==> config.mk <==
export PLATFORM = sky130hd
export DESIGN_NAME = hub_port_power
export DESIGN_NICKNAME = d
export VERILOG_FILES = /design/src/rtl/hpc_pkg.sv /design/src/rtl/hpc_oc_sync.sv /design/src/rtl/hpc_oc_map.sv /design/src/rtl/hpc_port_state.sv /design/src/rtl/hub_port_power.sv
export SDC_FILE = /design/constraint.sdc
export NUM_CORES = 1
export LEC_CHECK = 0
export ABC_AREA = 1
export BUFFER_PORTS_ARGS = -buffer_cell sky130_fd_sc_hd__buf_2
export CAP_MARGIN = 10
export CORE_ASPECT_RATIO = 1.2
export CORE_UTILIZATION = 43
export CTS_CLUSTER_DIAMETER = 200
export DETAILED_ROUTE_END_ITERATION = 8
export PLACE_DENSITY_LB_ADDON = 0.3
export SYNTH_ARGS = -nofsm -noshare
export SYNTH_HDL_FRONTEND = slang
export SYNTH_HIERARCHICAL = 1
export SYNTH_SLANG_ARGS = --single-unit
==> constraint.sdc <==
create_clock -name clk -period 1.6 [get_ports clk]
set_clock_uncertainty 0.1 [all_clocks]
set_input_delay 0.24 -clock clk [delete_from_list [all_inputs] [get_ports clk]]
set_output_delay 0.24 -clock clk [all_outputs]
set_load 0.01 [all_outputs]
==> src/rtl/hpc_pkg.sv <==
package hpc_pkg;
  typedef enum logic [1:0] {
    MODE_GANGED = 2'd0,
    MODE_GROUPS = 2'd1,
    MODE_INDIV  = 2'd2
  } pmode_e;

  function automatic pmode_e decode_strap(input logic [1:0] strap);
    case (strap)
      2'b11:   decode_strap = MODE_INDIV;
      2'b01:   decode_strap = MODE_GROUPS;
      default: decode_strap = MODE_GANGED;
    endcase
  endfunction
endpackage

==> src/rtl/hpc_oc_sync.sv <==
module hpc_oc_sync #(
  parameter int WIDTH  = 7,
  parameter int STAGES = 2
) (
  input  logic             clk,
  input  logic             rst_n,
  input  logic [WIDTH-1:0] raw_n,
  output logic [WIDTH-1:0] hit
);
  logic [WIDTH-1:0] stg [STAGES];

  generate
    for (genvar s = 0; s < STAGES; s++) begin : g_stage
      if (s == 0) begin : g_first
        always_ff @(posedge clk or negedge rst_n) begin
          if (!rst_n) stg[s] <= '1;
          else        stg[s] <= raw_n;
        end
      end else begin : g_next
        always_ff @(posedge clk or negedge rst_n) begin
          if (!rst_n) stg[s] <= '1;
          else        stg[s] <= stg[s-1];
        end
      end
    end
  endgenerate

  assign hit = ~stg[STAGES-1];
endmodule

==> src/rtl/hpc_oc_map.sv <==
module hpc_oc_map
  import hpc_pkg::*;
#(
  parameter int NUM_PORTS = 7,
  parameter int GROUP_A   = 4
) (
  input  pmode_e               mode,
  input  logic                 locked,
  input  logic [NUM_PORTS-1:0] hit,
  output logic [NUM_PORTS-1:0] event_o,
  output logic [NUM_PORTS-1:0] kill,
  output logic [NUM_PORTS-1:0] used
);
  localparam int LEAD_B = GROUP_A;

  logic any_event;
  assign any_event = |event_o;

  generate
    for (genvar i = 0; i < NUM_PORTS; i++) begin : g_port
      always_comb begin
        unique case (mode)
          MODE_INDIV: begin
            event_o[i] = locked & hit[i];
            used[i]    = locked;
          end
          MODE_GROUPS: begin
            event_o[i] = locked & ((i < GROUP_A) ? hit[0] : hit[LEAD_B]);
            used[i]    = locked & ((i == 0) || (i == LEAD_B));
          end
          default: begin
            event_o[i] = locked & hit[0];
            used[i]    = locked & (i == 0);
          end
        endcase
        kill[i] = (mode == MODE_INDIV) ? event_o[i] : any_event;
      end
    end
  endgenerate
endmodule

==> src/rtl/hpc_port_state.sv <==
module hpc_port_state #(
  parameter int NUM_PORTS = 7
) (
  input  logic                 clk,
  input  logic                 rst_n,
  input  logic                 locked,
  input  logic [NUM_PORTS-1:0] set_req,
  input  logic [NUM_PORTS-1:0] clr_req,
  input  logic [NUM_PORTS-1:0] flag_clr,
  input  logic [NUM_PORTS-1:0] event_i,
  input  logic [NUM_PORTS-1:0] kill,
  output logic [NUM_PORTS-1:0] powered,
  output logic [NUM_PORTS-1:0] flag
);
  generate
    for (genvar i = 0; i < NUM_PORTS; i++) begin : g_port
      always_ff @(posedge clk or negedge rst_n) begin
        if (!rst_n) begin
          powered[i] <= 1'b0;
          flag[i]    <= 1'b0;
        end else if (locked) begin
          if (kill[i])         powered[i] <= 1'b0;
          else if (set_req[i]) powered[i] <= 1'b1;
          else if (clr_req[i]) powered[i] <= 1'b0;
          flag[i] <= event_i[i] | (flag[i] & ~flag_clr[i]);
        end
      end
    end
  endgenerate
endmodule

==> src/rtl/hub_port_power.sv <==
module hub_port_power
  import hpc_pkg::*;
#(
  parameter int NUM_PORTS   = 7,
  parameter int GROUP_A     = 4,
  parameter int SYNC_STAGES = 2
) (
  input  logic                 clk,
  input  logic                 rst_n,
  input  logic [1:0]           mode_sel,
  input  logic                 cfg_done,
  input  logic [NUM_PORTS-1:0] pwr_set,
  input  logic [NUM_PORTS-1:0] pwr_clr,
  input  logic [NUM_PORTS-1:0] oc_clr,
  input  logic [NUM_PORTS-1:0] oc_n,
  output logic                 cfg_locked,
  output logic [NUM_PORTS-1:0] pwr_oe,
  output logic [NUM_PORTS-1:0] port_powered,
  output logic [NUM_PORTS-1:0] port_oc,
  output logic [NUM_PORTS-1:0] oc_pullup_en,
  output logic [1:0]           chr_pwr_mode,
  output logic [1:0]           chr_oc_mode
);
  pmode_e               mode_q;
  logic [NUM_PORTS-1:0] hit, ev, kill, used;

  always_ff @(posedge clk or negedge rst_n) begin
    if (!rst_n) begin
      mode_q     <= MODE_GANGED;
      cfg_locked <= 1'b0;
    end else if (!cfg_locked && cfg_done) begin
      mode_q     <= decode_strap(mode_sel);
      cfg_locked <= 1'b1;
    end
  end

  hpc_oc_sync #(.WIDTH(NUM_PORTS), .STAGES(SYNC_STAGES)) u_sync (
    .clk(clk), .rst_n(rst_n), .raw_n(oc_n), .hit(hit)
  );

  hpc_oc_map #(.NUM_PORTS(NUM_PORTS), .GROUP_A(GROUP_A)) u_map (
    .mode(mode_q), .locked(cfg_locked), .hit(hit),
    .event_o(ev), .kill(kill), .used(used)
  );

  hpc_port_state #(.NUM_PORTS(NUM_PORTS)) u_state (
    .clk(clk), .rst_n(rst_n), .locked(cfg_locked),
    .set_req(pwr_set), .clr_req(pwr_clr), .flag_clr(oc_clr),
    .event_i(ev), .kill(kill), .powered(port_powered), .flag(port_oc)
  );

  generate
    for (genvar i = 0; i < NUM_PORTS; i++) begin : g_oe
      if (i == 0) begin : g_shared
        assign pwr_oe[i] = (mode_q == MODE_INDIV) ? port_powered[i] : |port_powered;
      end else begin : g_own
        assign pwr_oe[i] = (mode_q == MODE_INDIV) & port_powered[i];
      end
    end
  endgenerate

  assign oc_pullup_en = ~used;
  assign chr_pwr_mode = (mode_q == MODE_INDIV)  ? 2'b01 : 2'b00;
  assign chr_oc_mode  = (mode_q == MODE_GANGED) ? 2'b00 : 2'b01;
endmodule

==> metrics.md <==
| Metric | Value |
|---|---|
| P_int | 0.00166 W |
| Worst setup SP type | flip-flop |
| CTS Buf Count | 5 |
| WP data required | 1.72 ns |
| Vias | 1410 |
| Clock Power Share | 30.4% |
| Minimum clock period | 1.73 ns |
| Post-route setup slack | -0.130 ns |
| HPWL Detailed | 2340 um |
| Fin nets | 311 |
| Die Y-Extent | 68.8 um |
| Synth Area in Compound Gates | 3.84% |
| DR pass1 iterations | 6 |
| Failing checks | DRC, setup timing |
| Post-Place Cell Area | 1960 sq um |
| Final setup viols | 13 |
| Largest net degree at the start of global routing | 32 |
| Placed insts | 295 |
| Most Frequent Cell on Critical Path | nand2_1 |
| Peak VDD IR | 0.567 mV |
| R2r setup slk | -0.13 ns |
| Post-synthesis sequential area ratio | 49.6% |
| Biggest cell delay along the critical path | 0.40 ns |
| H-tree Lvls | 2 |
| Ys async rst share | 100% |
| Drt via density | 4.49 |
| WL/cell | 10.3 um |
| Core area | 3450 sq um |
| Clock Tree Buf Depth | 2 |
| Worst hold path depth | 2 |
| Hold endpoint | cfg_locked |
| Multiplexer share of the synthesized area | 0% |
| Dpl ws | -0.160 ns |
| Worst reg-to-reg path cell count | 11 |
| Initial antenna violation count | 0 |
| CTS tree | done |
| Largest family of logic cells by synthesized area | simple AND/OR/NAND/NOR gates |
| Grt ovf | 0 |
| CP max FO | 7 |
| Worst-path clk slew | 0.06 ns |
| Arrival time worst endpoint | 1.85 ns |
| Average size of a mapped cell | 8.15 sq um |
| First-pass GRT wire length | 4860 um |
| Pwr Total | 0.00238 W |
| Status | complete, but fails checks |
| Proportion of layout cells with a drive suffix above 1 | 48.0% |
| Max-slew violation count | 0 |
| Net Sw Frac | 30.2% |
| Min-delay src | cfg_done |
| FMAX | 578 MHz |
| ANT nets after route | 0 |
| HP Class | in -> reg |
| Final GP Congestion | 0.785 |
| WS Path Type | reg -> reg |
| Final Instance Count excl. Fillers | 314 |
| #FFs+latches synth | 31 |
| Register share of total power | 39.6% |
| Synth area leaders | dfrtp_1 27%, dfstp_2 23%, nand2_1 16% |
| Synth Area in Simple Gates | 29.2% |
| Post-synthesis cell area | 1600 sq um |
| Vias in the first global route | 1179 |
| Reg2Reg Capture Point | u_state/powered[1] |
| Static leakage | 1.29 nW |
| R2r startpoint | mode_q[0] |
| CTS sink cnt | 31 |
| TNS Setup | -1.15 ns |
| Antenna diode count | 0 |
| Area Overhead vs Synth | 44.5% |
| Die W | 57.6 um |
| Post-synth top cells | 70 x nand2_1, 35 x inv_1, 17 x dfrtp_1 |
| Synth Area in Adders | 1.57% |
| Power per cell area | 1030 nW/um^2 |
| Initial DRC Count | 67 |
| Main synth FF type | dfrtp_1 |
| DIE AREA | 3960 sq um |
| Switching Power | 0.000719 W |
| Yosys warns | 6 |
| Gate power share | 30.0% |
| Yosys top cell area share | 26.6% |
| DRC viols | 7 |
| Mapped Cells | 196 |
| Synth unique cells | 21 |
| CTS root buf | clkbuf_8 |
| Post-synthesis xor/xnor area fraction | 0% |
| Row count | 23 |
| PortBufs | 63 |
| CP max-delay cell | dfrtp_1 |
| Unrepaired setup endpoints after global routing | yes |
| Final period util | 108% |
| Most frequent cell after synthesis | nand2_1 |
| Initial Utilization | 46.3% |
| Dominant cell type by area after synthesis | dfrtp_1 |
| Final hold vios | 0 |
| Post-synth EDFFs | 0 |
| Worst slew margin | 56.9% |
| Clk Latency, worst-skew pair | 0.28 ns |
| CP Cell Sequence | buf_6, ha_4, nand3_2, nand2_1, nand2_2, nand2_2, o21ai_4, nand2_1, o21ai_1, nand2_1, nand2_1 |
| Ports | 66 |
| Total GRT Usage | 17.0% |
| Max-cap violations | 0 |
| Slew @ Worst Pin | 0.647 ns |
| WL final | 3220 um |
| Crit. End Element | flip-flop |
| Finished Cell Area | 2310 sq um |
[flip-flops by register name, indices dropped and copies added (netlist names)]
signal	cells
cfg_locked	1
u_state/flag	7
mode_q	2
u_state/powered	7
u_sync/stg	14
[power groups by stage]
stage,clock network (W),logic (W),registers [W]
6_report,0.000721,0.000713,0.000941
5_1_grt,0.000778,0.000790,0.000953
4_1_cts,0.000740,0.000653,0.000940
3_5_place_dp,0,0.000592,0.000952
3_3_place_gp,0,0.000580,0.000949
2_1_floorplan,0,0.000337,0.000981
[cell usage in the layout (no fill, tap or decap), types with 2 or more instances in the layout]
cell	instances
buf_12	2
buf_2	58
buf_4	9
buf_6	7
clkbuf_8	6
conb_1	2
dfrtp_1	17
dfstp_2	14
dlygate4sd3_1	8
ha_4	2
inv_1	25
inv_2	8
nand2_1	64
nand2_2	6
nand2_4	3
nand3_1	4
nand3_2	4
nand3b_1	8
nor2_1	9
nor2_4	5
o21ai_1	6
o21ai_2	2
[final cells by class]
| cell class | count | area, sq um |
|---|---|---|
| clock inverter | 1 | 5.00 |
| timing repair buffer | 84 | 557 |
| fill | 279 | 1140 |
| tap | 37 | 46.3 |
| clock buffer | 7 | 108 |
| inverter | 35 | 139 |
| multi-input combinational | 119 | 661 |
| sequential | 31 | 793 |
[critical path, delay by kind of cell (launching register included)]
family | cells | cell delay, ns
AO/OA/AOI/OAI | 2 | 0.37
buffers and inverters | 1 | 0.14
adder cells (fa/ha/maj) | 1 | 0.15
AND/OR/NAND/NOR | 7 | 0.52
flip-flops | 1 | 0.40
[per-stage QoR]
| step | hold WS [ns] | util, % |
|---|---|---|
| after floorplan | -0.156 | - |
| after global placement | 0.202 | 56.7 |
| after detailed placement | 0.208 | 56.7 |
| after CTS | 0.0562 | 64.4 |
| after global routing | 0.0772 | 66.8 |
| final | 0.0602 | 66.8 |
[per-layer routing]
layer | routed length, um | up-vias | track usage [%] | share of wire [%]
li1 | - | 732 | - | -
met1 | 1390 | 621 | 18.1 | 43
met2 | 1570 | 52 | 30.4 | 49
met3 | 216 | 5 | 6.16 | 6.7
met4 | 53 | 0 | 7.32 | 1.6
met5 | 0 | - | 0 | 0
[worst max-delay path by stage]
stage | startpoint | endpoint | slack, ns | cells after the start
after detailed placement | mode_q[1] | u_state/powered[5] | -0.16 | 10
after global routing | mode_q[0] | u_state/powered[1] | -0.26 | 11
after CTS | mode_q[1] | u_state/powered[1] | -0.11 | 9
after floorplan | mode_q[1] | u_state/powered[2] | -0.05 | 11
final | mode_q[0] | u_state/powered[1] | -0.13 | 11
after global placement | mode_q[1] | u_state/powered[5] | -0.10 | 9
[what timing repair did]
action / 4_1_cts / 5_1_grt
resized for setup: 20 / 23
hold buffers: 8 / 0
endpoints found under the setup margin: 14 / 14
endpoints found under the hold margin: 24 / 0
buffers inserted: 2 / 1
pin swaps: 14 / 6
[cells by family (layout without fill, tap and decap cells)]
| family | after synthesis | in the layout |
|---|---|---|
| AOI/OAI and AO/OA | 10 | 10 |
| DFF | 31 | 31 |
| adders and majority gates | 2 | 2 |
| and+or+nand+nor | 105 | 105 |
| buffers and inverters | 47 | 127 |
| other | 1 | 2 |
Note: power is estimated with default switching activity, not from simulation.
